$ cat config.mk
export PLATFORM = sky130hd
export DESIGN_NAME = pkt_read_decoder
export DESIGN_NICKNAME = d
export VERILOG_FILES = /design/src/rtl/pkt_read_decoder.sv
export SDC_FILE = /design/constraint.sdc
export NUM_CORES = 1
export LEC_CHECK = 0
export BUFFER_PORTS_ARGS = -buffer_cell sky130_fd_sc_hd__buf_2
export CAP_MARGIN = 10
export CORE_ASPECT_RATIO = 0.9
export CORE_MARGIN = 1.5
export CORE_UTILIZATION = 40
export DETAILED_ROUTE_END_ITERATION = 16
export SLEW_MARGIN = 20
export SYNTH_ARGS = -nofsm -noshare
export SYNTH_HDL_FRONTEND = slang
export SYNTH_SLANG_ARGS = --single-unit
$ cat constraint.sdc
create_clock -name clk -period 7.9 [get_ports clk]
set_input_delay 0.79 -clock clk [delete_from_list [all_inputs] [get_ports clk]]
set_output_delay 0.79 -clock clk [all_outputs]
set_load 0.005 [all_outputs]
$ cat src/rtl/pkt_read_decoder.sv
module pkt_read_decoder #(
  parameter int CAP_W = 32
) (
  input  logic             clk,
  input  logic             rst_n,
  input  logic [7:0]       feature,
  input  logic             media_present,
  input  logic [CAP_W-1:0] capacity,
  input  logic             in_valid,
  input  logic [7:0]       in_data,
  output logic             in_ready,
  output logic             res_valid,
  output logic [2:0]       res_kind,
  output logic [3:0]       sense_key,
  output logic [7:0]       sense_asc,
  output logic [31:0]      start_lba,
  output logic [23:0]      sect_count,
  output logic [11:0]      sect_size,
  output logic             use_dma,
  output logic [2:0]       int_reason
);
  localparam int PKT_LEN = 12;
  localparam int RW      = (CAP_W + 1 > 35) ? CAP_W + 1 : 35;
  localparam logic [2:0] K_OK = 3'd0, K_READ = 3'd1, K_ERR = 3'd2,
                         K_ABORT = 3'd3, K_OTHER = 3'd4;

  logic [7:0] pkt [PKT_LEN];
  logic [3:0] idx;
  logic       eval_q;
  logic [7:0] feat_q;
  wire        take = in_valid && in_ready;

  assign in_ready = !eval_q;

  always_ff @(posedge clk)
    if (take) pkt[idx] <= in_data;

  always_ff @(posedge clk) begin
    if (!rst_n) begin
      idx    <= '0;
      eval_q <= 1'b0;
      feat_q <= '0;
    end else begin
      eval_q <= 1'b0;
      if (take) begin
        if (idx == 4'd0) feat_q <= feature;
        if (idx == 4'(PKT_LEN - 1)) begin
          idx    <= '0;
          eval_q <= 1'b1;
        end else begin
          idx <= idx + 4'd1;
        end
      end
    end
  end

  wire [31:0] lba   = {pkt[2], pkt[3], pkt[4], pkt[5]};
  wire [23:0] cnt   = {pkt[6], pkt[7], pkt[8]};
  wire [4:0]  xfer  = pkt[9][7:3];
  wire [RW-1:0] span = (RW'(lba) + RW'(cnt)) << 2;
  wire        range_bad = span > RW'(capacity);

  logic [2:0]  kind_d, reason_d;
  logic [3:0]  key_d;
  logic [7:0]  asc_d;
  logic [11:0] size_d;

  always_comb begin
    kind_d   = K_OK;
    key_d    = 4'd0;
    asc_d    = 8'd0;
    size_d   = 12'd0;
    reason_d = 3'b011;
    if (feat_q[1]) begin
      kind_d   = K_ABORT;
      reason_d = 3'b000;
    end else if (pkt[0] != 8'hBE) begin
      kind_d   = K_OTHER;
      reason_d = 3'b000;
    end else if (!media_present) begin
      kind_d = K_ERR;
      key_d  = 4'd2;
      asc_d  = 8'h3A;
    end else if (cnt == 24'd0) begin
      kind_d = K_OK;
    end else if (range_bad) begin
      kind_d = K_ERR;
      key_d  = 4'd5;
      asc_d  = 8'h21;
    end else begin
      case (xfer)
        5'h00: kind_d = K_OK;
        5'h02: begin kind_d = K_READ; size_d = 12'd2048; reason_d = 3'b010; end
        5'h1F: begin kind_d = K_READ; size_d = 12'd2352; reason_d = 3'b010; end
        default: begin kind_d = K_ERR; key_d = 4'd5; asc_d = 8'h24; end
      endcase
    end
  end

  always_ff @(posedge clk) begin
    if (!rst_n) begin
      res_valid  <= 1'b0;
      res_kind   <= '0;
      sense_key  <= '0;
      sense_asc  <= '0;
      start_lba  <= '0;
      sect_count <= '0;
      sect_size  <= '0;
      use_dma    <= 1'b0;
      int_reason <= '0;
    end else begin
      res_valid <= eval_q;
      if (eval_q) begin
        res_kind   <= kind_d;
        sense_key  <= key_d;
        sense_asc  <= asc_d;
        start_lba  <= lba;
        sect_count <= cnt;
        sect_size  <= size_d;
        use_dma    <= feat_q[0];
        int_reason <= reason_d;
      end
    end
  end
endmodule

# Yosys cells after proc, flatten, opt, wreduce, memory -nomap -nowiden
# Memory sizes are Yosys's and may differ from the RTL's.
# Index checks and enable logic that the tools add are counted.
# classes
addsub	2
n_lt_le_gt_ge	1
mux	34
n_reduce_logical	9
n_eq_ne	4
# ops
cell	n
$mux W12	5
$mux W6	6
$gt A35 B32 Y1	1
$add A32 B24 Y33	1
$logic_not A24 Y1	1
$mux W3	8
$pmux W12 S2	1
$mux W2	5
$ne A8 B8 Y1 const B	1
$mux W1	7
$eq A5 B2 Y1 const B	1
$eq A5 B5 Y1 const B	1
$logic_not A5 Y1	1
$add A4 B1 Y4 const B	1
$eq A4 B4 Y1 const B	1
$logic_not A4 Y1	1
$mux W4	1
$pmux W2 S2	1
$reduce_and A2 Y1	2
$reduce_or A3 Y1	1
$reduce_or A2 Y1	1
$logic_and A1 B1 Y1	1
$logic_not A1 Y1	1
# totals
register_bits	95
in_bits	52
mem_bits_rw	96
elab_cells	63
n_memories	1
output_inout_bits	89
# memory_table
name	depth	width	rd	rd_clocked_by_memory_dff	write_ports	line_no	rtl
pkt	12	8	9	0	1	27	logic [7:0] pkt [PKT_LEN];

# Depth between registers and ports, before layout
# Gate-level depths: netlist of the first run.
# An unclocked memory read counts as a cell.
# logic_depth
word_depth	9
ltp_mapped	19

# Worst setup path after synthesis of the first run
# No wires, ideal clock.
# synth_timing
path_kind	register -> register
from	memory pkt[8][0]
to	register res_kind[1]
synth_period_minus_slack_ns	4.309
path_slack_ns	3.591
t_arrival_ns	4.181
setup_time_ns	0.129
path_stages_with_launch	19
required_time_ns	7.771
n_path_buf	0
path_cell_list	edfxtp_1 -> ha_1 -> fa_1 -> a21o_1 -> a221oi_2 -> o21ai_2 -> a21boi_1 -> nor2b_1 -> o21a_1 -> o41a_1 -> xor2_1 -> ha_1 -> nand2_1 -> nor3_1 -> nor4bb_1 -> a21boi_0 -> a221o_1 -> o31ai_1 -> a31oi_1
# synth_lines
element	line_no	rtl
start: declaration	27	
end signal: assignment	114	res_kind <= kind_d;
end: declaration	13	output logic [2:0] res_kind,

==> flow_summary.toml, run 1 <==
[detailed_routing]
drcViolationCount = 0
via_per_inst = 5.11
drtIter0Drc = 385
drt-total-wl_um = 18100
drt_first_pass_iters = 7
routedWlPerCell_um = 16.7
vias = 5560
drt.antenna.violating_nets = 0

[clocking]
cts_sinks = 146
cts_hold_buf = 0
cts_resized = 0
clkTransAtPathRegs_ns = 0.06
clk_latency_ns = 0.42
cts_max_path_buffers = 2
cts_buffers = 17
clockRootBuffer = "clkbuf_16"
cts_tree = "yes"
post_cts_buffers = 0
htreeDepth = 4

[timing]
relSlewSlack = 0.296
fin_ws_ns = 2.86
min_period_over_period = 0.638
fin_worst_skew_ns = 0.0109
slew_violations = 0
worstMarginPinSlew_ns = 1.06
finalHoldViolations = 0
finalSetupViolCount = 0
holdWs_ns = 0.466
layout_min_cycle_time_ns = 5.04
finalSetupTns_ns = 0
grt_setup_unrepaired = "no"
max_freq_mhz = 198

[yosys]
netlist.area_leader.share = 0.278
synth_top_cell_by_area = "edfxtp_1"
post_synth_num_cell_types = 62
synthTopCellsByArea = "edfxtp_1 (28%), dfxtp_1 (21%), ha_1 (9.7%), mux2i_1 (8.1%), nor2_1 (3.8%)"
ys_ff_latch = 146
synth.cell_area_mm2 = 0.00746
synth_cells = 716
synth.most_common_cell = "dfxtp_1"
synthTopCellsByCount = "dfxtp_1 (77), nor2_1 (75), edfxtp_1 (69)"
synth_edf_count = 69
ys_warn_count = 0
ys.flop_type = "dfxtp_1"
synthArstFlopShare = 0
post_synth.cell_area_avg_um2 = 10.4
ys_seq_area_frac = 0.484

[critical_path]
r2r_cells = 17
cp_max_fo = 5
cp_data_arrival_time_ns = 5.33
path_class = "register to register"
required_ns = 8.19
worstSetupStartpointType = "register"
crit_path_end_kind = "register"

[worst_hold_path]
hp-class = "register to register"
hold-path-cell-count = 2

[finish]
multi_input_area_mm2 = 0.00351
seqCellArea_mm2 = 0.00362
fin_area_mm2 = 0.00879
nNetsFinal = 941
fillCellCount = 1742
syn_to_final_growth_pct = 17.8
n_antenna_cell = 0
drive_above_1_share = 0.196

[run]
drv_cap = 0

[die]
io_pins = 141
die_x_um = 147
die_y_um = 133
start_util = 0.407
fp.dieArea_mm2 = 0.0195
coreArea_mm2 = 0.0183
rows = 47

[power_and_ir_drop]
p_leak_nw = 3.71
power_density_mw_per_mm2 = 187
vdd_drop_max_mv = 0.163

[placed_design]
dp_slack_ns = 2.86
place_congestion = 0.831
dpl.hpwl_um = 13400
place_area_mm2 = 0.00822
port_buffers = 122

[grt]
antenna_found_initial = 0
grt_start_max_net_pins = 63
grt_pass1_vias = 5156
grtUsageTotal = 0.188
gr-total-overflow = 0
grt_pass1_wl_um = 27900

[status]
outcome = "finished clean"
[sequential cells by signal, summed over array words and instances, names as in the netlist]
register	cells
res_kind	3
sect_size	2
sense_key	1
res_valid	1
sense_asc	4
eval_q	1
sect_count	24
feat_q	2
start_lba	32
use_dma	1
idx	4
int_reason	2
pkt	69
[path summary, 6_finish.rpt]
check                                 start           to  slack, ns
worst max-delay path              pkt[8][0]  res_kind[1]       2.86
worst min-delay path            res_kind[2]  res_kind[2]       0.47
worst max register to register    pkt[8][0]  res_kind[1]       2.86
worst min register to register  res_kind[2]  res_kind[2]       0.47
[layout by cell type, fill, tap and decap left out, types with 5 or more instances in the layout]
cell type / netlist / final
mux2i_1: 60 / 60
a21oi_1: 44 / 44
o21ai_0: 24 / 24
xor2_1: 11 / 11
nand4_1: 15 / 15
nor2b_1: 27 / 27
nor3_1: 11 / 10
ha_1: 58 / 58
nor4_1: 10 / 10
inv_1: 43 / 43
edfxtp_1: 69 / 69
conb_1: 1 / 12
a21o_1: 18 / 18
clkbuf_16: 0 / 17
and3_1: 9 / 9
dfxtp_1: 77 / 76
nand2_1: 32 / 32
nand3_1: 13 / 13
buf_2: 1 / 122
nor2_1: 75 / 75
xnor2_1: 15 / 15
o21a_1: 5 / 5
[final cells by class]
type | instances | share of cell area
flip-flops and latches | 146 | 0.412
multi-input cells | 498 | 0.399
repair buffers | 124 | 0.0712
clock buffers | 18 | 0.0488
well taps | 245 | 0.0349
inverters | 43 | 0.0184
clock inverters | 14 | 0.0159
[routing by layer]
layer  vias to the layer above  share of wire  GRT usage
met5                         -              0          0
met4                         0          0.010     0.0550
met3                        14          0.060     0.0348
met2                       186           0.44      0.290
met1                      2585           0.48      0.269
li1                       2775              -          -
[power by group]
part	switching, W	internal, W	total (W)
Clock	0.000311	0.000462	0.000773
Combinational	0.0000429	0.0000257	0.0000685
Sequential	0.00000361	0.000798	0.000801
[stage by stage]
step,std cells,power (W),util
after global placement,1056,0.000886,0.448
after global routing,1088,0.00171,0.479
after floorplan,727,0.000860,-
after CTS,1088,0.00166,0.479
after detailed placement,1056,0.000887,0.448
final,1088,0.00164,0.479
[logic make-up after synthesis]
kind of cell,count (synthesis),share of synthesized area
simple gates,215,0.144
flops,146,0.484
compound gates,126,0.109
buf+inv,83,0.0513
mux,60,0.0805
fa+ha+maj,59,0.100
xor+xnor,26,0.0305
other cells,1,0.000503
[critical path, stage by stage (launching register included)]
cell and delay [ns]:
edfxtp_1 0.42, ha_1 0.23, fa_1 0.40, a21o_1 0.22, a221oi_2 0.35, o21ai_2 0.19
a21boi_1 0.29, nor2b_1 0.08, o21a_1 0.20, nor2_1 0.12, xnor2_1 0.09, ha_1 0.30
nand4_1 0.18, nor4_1 0.61, a21boi_0 0.21, a221o_1 0.47, o31ai_1 0.43, a31oi_1 0.13
No activity file was read; power rests on OpenSTA's default activity.
==> run 2: changes to the inputs <==
clock period = 4.4 ns   (was 7.9 ns; I/O delays follow)
==> run 2 against run 1 <==
First-iteration DRC count fell by 19%. Via count rose by 3.8%. Setup slack got worse by 2.9 ns. Sequential cell count did not move.
==> flow_summary.toml, run 2 (synthesis gave the netlist of run 1 again) <==
[status]
outcome = "finished clean"

[clocking]
clockRootBuffer = "clkbuf_16"
cts_max_path_buffers = 2
clkTransAtPathRegs_ns = 0.06
clk_latency_ns = 0.43
cts_sinks = 146
cts_tree = "yes"
htreeDepth = 4
cts_buffers = 17

[finish]
drive_above_1_share = 0.275
nNetsFinal = 1011
fillCellCount = 1713
n_antenna_cell = 0
final_common_cell = "buf_2"
top_register = "pkt"
reg_top3 = "pkt: 69 flops, start_lba: 32 flops, sect_count: 24 flops"
syn_to_final_growth_pct = 27.0
largest_register_ffs = 69
final_cell_mix = "buf_2 (122), dfxtp_1 (76), nor2_1 (75), buf_4 (72), edfxtp_1 (69)"

[power_and_ir_drop]
power_density_mw_per_mm2 = 320
p_leak_nw = 4.09
power_w = 0.00303
vdd_drop_max_mv = 0.304

[detailed_routing]
drt-total-wl_um = 18900
drt_first_pass_iters = 5
vias = 5774
drt.antenna.violating_nets = 0
drcViolationCount = 0
via_per_inst = 4.99
routedWlPerCell_um = 16.4
drtIter0Drc = 311

[die]
coreArea_mm2 = 0.0183
fp.dieArea_mm2 = 0.0195
die_y_um = 133
die_x_um = 147
io_pins = 141
start_util = 0.407
rows = 47

[critical_path]
rrSetupSlack_ns = 0.002
required_ns = 4.68
cp_max_fo = 5
r2r_cells = 19
crit_path_end_kind = "register"
worstSetupStartpointType = "register"
r2r_start = "pkt[8][0]"
cp_data_arrival_time_ns = 4.68
path_class = "register to register"
r2r_end = "sense_asc[5]"

[placed_design]
place_congestion = 0.839
port_buffers = 122
dpl.hpwl_um = 14100

[grt]
grt_pass1_vias = 5486
grt_pass1_wl_um = 29200
grt_start_max_net_pins = 64
gr-total-overflow = 0
grtUsageTotal = 0.196
antenna_found_initial = 0

[timing]
finalHoldViolations = 0
max_freq_mhz = 227
relSlewSlack = 0.284
slew_violations = 0
finalSetupViolCount = 0
layout_min_cycle_time_ns = 4.40
grt_setup_unrepaired = "yes"
fin_worst_skew_ns = 0.00866
min_period_over_period = 1.00
worstMarginPinSlew_ns = 1.07
finalSetupTns_ns = 0

[run]
drv_cap = 0

[worst_hold_path]
worstHoldStart = "media_present"
hold-path-cell-count = 2
hp-class = "input port to register"
min_to = "res_kind[1]"
## run 2: worst max-delay path, cell delays in order, from the launching register on
cell and delay, ns:
edfxtp_1 0.41, ha_2 0.21, fa_2 0.34, a21o_1 0.20, a221oi_4 0.27, o21ai_2 0.15
a21boi_2 0.18, nor2b_1 0.06, o21a_1 0.18, o41a_1 0.33, xor2_1 0.15, ha_1 0.31
a21oi_2 0.14, o21ai_1 0.06, nand2b_1 0.08, nand4_1 0.09, a21o_1 0.17, a221o_2 0.50
o31ai_4 0.32, o22ai_1 0.10
## run 2: power by group
part / switching [W] / internal (W) / leakage, nW / total, W
logic: 0.0000806 / 0.0000494 / 2.53 / 0.000130
clock network: 0.000551 / 0.000906 / 0.310 / 0.00146
registers: 0.00000688 / 0.00143 / 1.25 / 0.00144
## run 2: repair_timing
action                                  CTS  global route
hold buffers                              0             0
cloned                                    0             0
pin swaps                                 9            13
hold endpoints to repair                  0             0
gates resized for setup                  10            19
setup buffers                             1             4
endpoints found under the setup margin    9             9
## run 2: metrics by stage
| stage | area, µm² | setup slack [ns] | utilization | instances | hold slack [ns] |
|---|---|---|---|---|---|
| finish | 9470 | 0.00164 | 0.516 | 1158 | 0.251 |
| global route | 9470 | -0.212 | 0.516 | 1158 | 0.244 |
| CTS | 9370 | 0.0117 | 0.511 | 1154 | 0.235 |
| detailed placement | 8700 | -0.295 | 0.474 | 1121 | 0.470 |
| global placement | 8700 | -0.241 | 0.474 | 1121 | 0.464 |
| floorplan | 7500 | 0.0907 | - | 727 | 0.462 |
## run 2: area by class of cell
| class | instances | area [µm²] | share of cell area |
|---|---|---|---|
| clock buffers | 27 | 581 | 0.0613 |
| clock inverters | 5 | 32.5 | 0.00344 |
| inverters | 43 | 161 | 0.0170 |
| multi-input cells | 498 | 3620 | 0.382 |
| flip-flops and latches | 146 | 3620 | 0.382 |
| well taps | 245 | 307 | 0.0324 |
| repair buffers | 194 | 1150 | 0.122 |
## run 2: how the worst max path moves through the flow
stage	startpoint	end	slack [ns]
finish	pkt[8][0]	sense_asc[5]	0.002
global route	pkt[8][0]	res_kind[1]	-0.21
CTS	pkt[8][0]	sense_asc[5]	0.01
detailed placement	pkt[5][0]	sense_asc[5]	-0.30
global placement	pkt[5][0]	res_kind[1]	-0.24
floorplan	pkt[8][0]	res_kind[1]	0.09
## run 2: layer usage
layer / wire, µm / GRT usage / vias up
li1: - / - / 2909
met1: 9300 / 0.274 / 2703
met2: 8630 / 0.311 / 146
met3: 812 / 0.0379 / 16
met4: 195 / 0.0539 / 0
met5: 0 / 0 / -
==> run 3: changes to the inputs <==
--- a/config.mk
+++ b/config.mk
@@ -13,2 +13,3 @@
 export DETAILED_ROUTE_END_ITERATION = 16
+export RECOVER_POWER = 25
 export SLEW_MARGIN = 20
==> constraint.sdc (replaced) <==
create_clock -name clk -period 4.4 [get_ports clk]
set_input_delay 0 -clock clk [delete_from_list [all_inputs] [get_ports clk]]
set_output_delay 0 -clock clk [all_outputs]
set_load 0.005 [all_outputs]
==> run 3 against run 2 <==
Clock skew up 0.0022 ns. Total power up 0.79%. Fmax up 0.49%. Sequential cell count unchanged. Clock power about the same. Core utilization up 0.49 points. Via count up 0.81%. Combinational power up 5%. Routed wire length up 2.0%. First-iteration DRC count up 18%. Worst hold slack worse by 0.17 ns. Die area unchanged.
==> flow_summary.toml, run 3 (synthesis gave the netlist of run 1 again) <==
[critical_path]
r2r_end = "res_kind[1]"
cp_data_arrival_time_ns = 4.68
crit_path_end_kind = "register"
crit_end = "res_kind[1]"
required_ns = 4.70
path_class = "register to register"
cp_max_fo = 5
r2r_cells = 19
worstSetupStartpointType = "register"
r2r_start = "pkt[7][1]"
cp-startpoint = "pkt[7][1]"
rrSetupSlack_ns = 0.02

[clocking]
cts_sinks = 146
clkTransAtPathRegs_ns = 0.06
clk_latency_ns = 0.43
htreeDepth = 4
cts_tree = "yes"
cts_max_path_buffers = 2
cts_buffers = 17
clockRootBuffer = "clkbuf_16"

[status]
outcome = "finished clean"

[die]
fp.dieArea_mm2 = 0.0195
die_y_um = 133
coreArea_mm2 = 0.0183
start_util = 0.407
die_x_um = 147
io_pins = 141
rows = 47

[timing]
slew_violations = 0
max_freq_mhz = 228
fin_worst_skew_ns = 0.0109
finalSetupTns_ns = 0
relSlewSlack = 0.359
finalHoldViolations = 0
finalSetupViolCount = 0
holdWs_ns = 0.0790
worstMarginPinSlew_ns = 0.934
grt_setup_unrepaired = "yes"
layout_min_cycle_time_ns = 4.38
min_period_over_period = 0.995

[grt]
grt_pass1_wl_um = 29600
grtUsageTotal = 0.198
grt_start_max_net_pins = 50
gr-total-overflow = 0
grt_pass1_vias = 5515
antenna_found_initial = 0

[finish]
final_common_cell = "buf_2"
syn_to_final_growth_pct = 28.2
final_cell_mix = "buf_2 (114), dfxtp_1 (76), nor2_1 (73), edfxtp_1 (69), buf_4 (61)"
reg_top3 = "pkt: 69 flops, start_lba: 32 flops, sect_count: 24 flops"
nNetsFinal = 1013
multi_input_area_mm2 = 0.00368
top_register = "pkt"
seqCellArea_mm2 = 0.00362
drive_above_1_share = 0.266
n_antenna_cell = 0
largest_register_ffs = 69
fillCellCount = 1681

[detailed_routing]
routedWlPerCell_um = 16.7
drtIter0Drc = 367
vias = 5821
drt.antenna.violating_nets = 0
drcViolationCount = 0
via_per_inst = 5.02
drt-total-wl_um = 19300
drt_first_pass_iters = 5

[placed_design]
place_congestion = 0.821
port_buffers = 122
dpl.hpwl_um = 14200

[power_and_ir_drop]
power_frac_clock = 0.483
power.internal_w = 0.00240
p_comb_frac = 0.045
p_leak_nw = 4.07
switchingPower_w = 0.000655
vdd_drop_max_mv = 0.323
swShare = 0.215
power_w = 0.00305
p_seq_frac = 0.472
power_density_mw_per_mm2 = 319

[worst_hold_path]
worstHoldStart = "rst_n"
hp-class = "input port to register"

[run]
drv_cap = 0
[run 3: cell types whose count changed in the layout (fill, tap and decap cells not counted), sizes merged]
cell         delta
clkbuf          +1
bufinv          +3
inv             +2
clkinv          +2
dlygate4sd3    +12
buf            -18
[run 3: per-layer routing]
metal  vias up  share of wire  wire [µm]  track usage
met5         -              0          0            0
met4         0          0.010        197       0.0522
met3        19          0.041        799       0.0386
met2       138           0.46       8850        0.312
met1      2743           0.49       9470        0.279
li1       2921              -          -            -
[run 3: power groups by stage]
| stage | clock [W] | sequential, W | combinational, W |
|---|---|---|---|
| global route | 0.00155 | 0.00144 | 0.000155 |
| detailed placement | 0 | 0.00147 | 0.000126 |
| global placement | 0 | 0.00147 | 0.000125 |
| finish | 0.00147 | 0.00144 | 0.000137 |
| CTS | 0.00150 | 0.00144 | 0.000136 |
| floorplan | 0 | 0.00147 | 0.0000770 |
[run 3: worst min path at each step]
stage                  endpoint  slack [ns]  cells past startpoint
finish                   eval_q        0.08                      3
floorplan             pkt[0][0]         0.1                      0
global route             eval_q        0.10                      3
CTS                      eval_q        0.06                      3
global placement    res_kind[1]        0.23                      2
detailed placement    feat_q[0]        0.24                      3
[run 3: final cells by class]
cell class                 instances  area share
clock buffer                      20      0.0467
clock inverter                    12      0.0162
inverter                          43      0.0169
multi-input combinational        498       0.385
sequential                       146       0.378
tap                              245      0.0321
timing repair buffer             196       0.124
[run 3: worst max-delay path, cell delays in order, from the launching register on]
cell,delay [ns]
edfxtp_1,0.39
ha_1,0.32
buf_4,0.16
a211oi_4,0.25
nor2_2,0.08
o41ai_2,0.33
a21boi_2,0.23
nor2b_1,0.06
o21a_1,0.19
o41a_1,0.33
xor2_1,0.15
ha_1,0.31
a21oi_1,0.13
o21ai_1,0.07
nand2b_1,0.07
nand4_1,0.09
a21o_1,0.17
a221o_2,0.49
o31ai_4,0.31
a31oi_1,0.12
[run 3: what timing repair did]
item,4_1_cts,5_1_grt
endpoints found under the setup margin,9,9
gates cloned,0,0
buffers inserted,1,10
hold endpoints to repair,75,0
pin swaps,10,33
resized for setup,8,34
hold buffers,12,0
[run 3: stage by stage]
stage / worst slack, ns / instances / util / cell area [µm²]
final: 0.0233 / 1160 / 0.521 / 9560
after global routing: -0.133 / 1160 / 0.521 / 9560
after CTS: 0.00322 / 1150 / 0.510 / 9350
after detailed placement: -0.222 / 1105 / 0.468 / 8580
after global placement: -0.116 / 1105 / 0.468 / 8580
after floorplan: 0.0907 / 727 / - / 7500
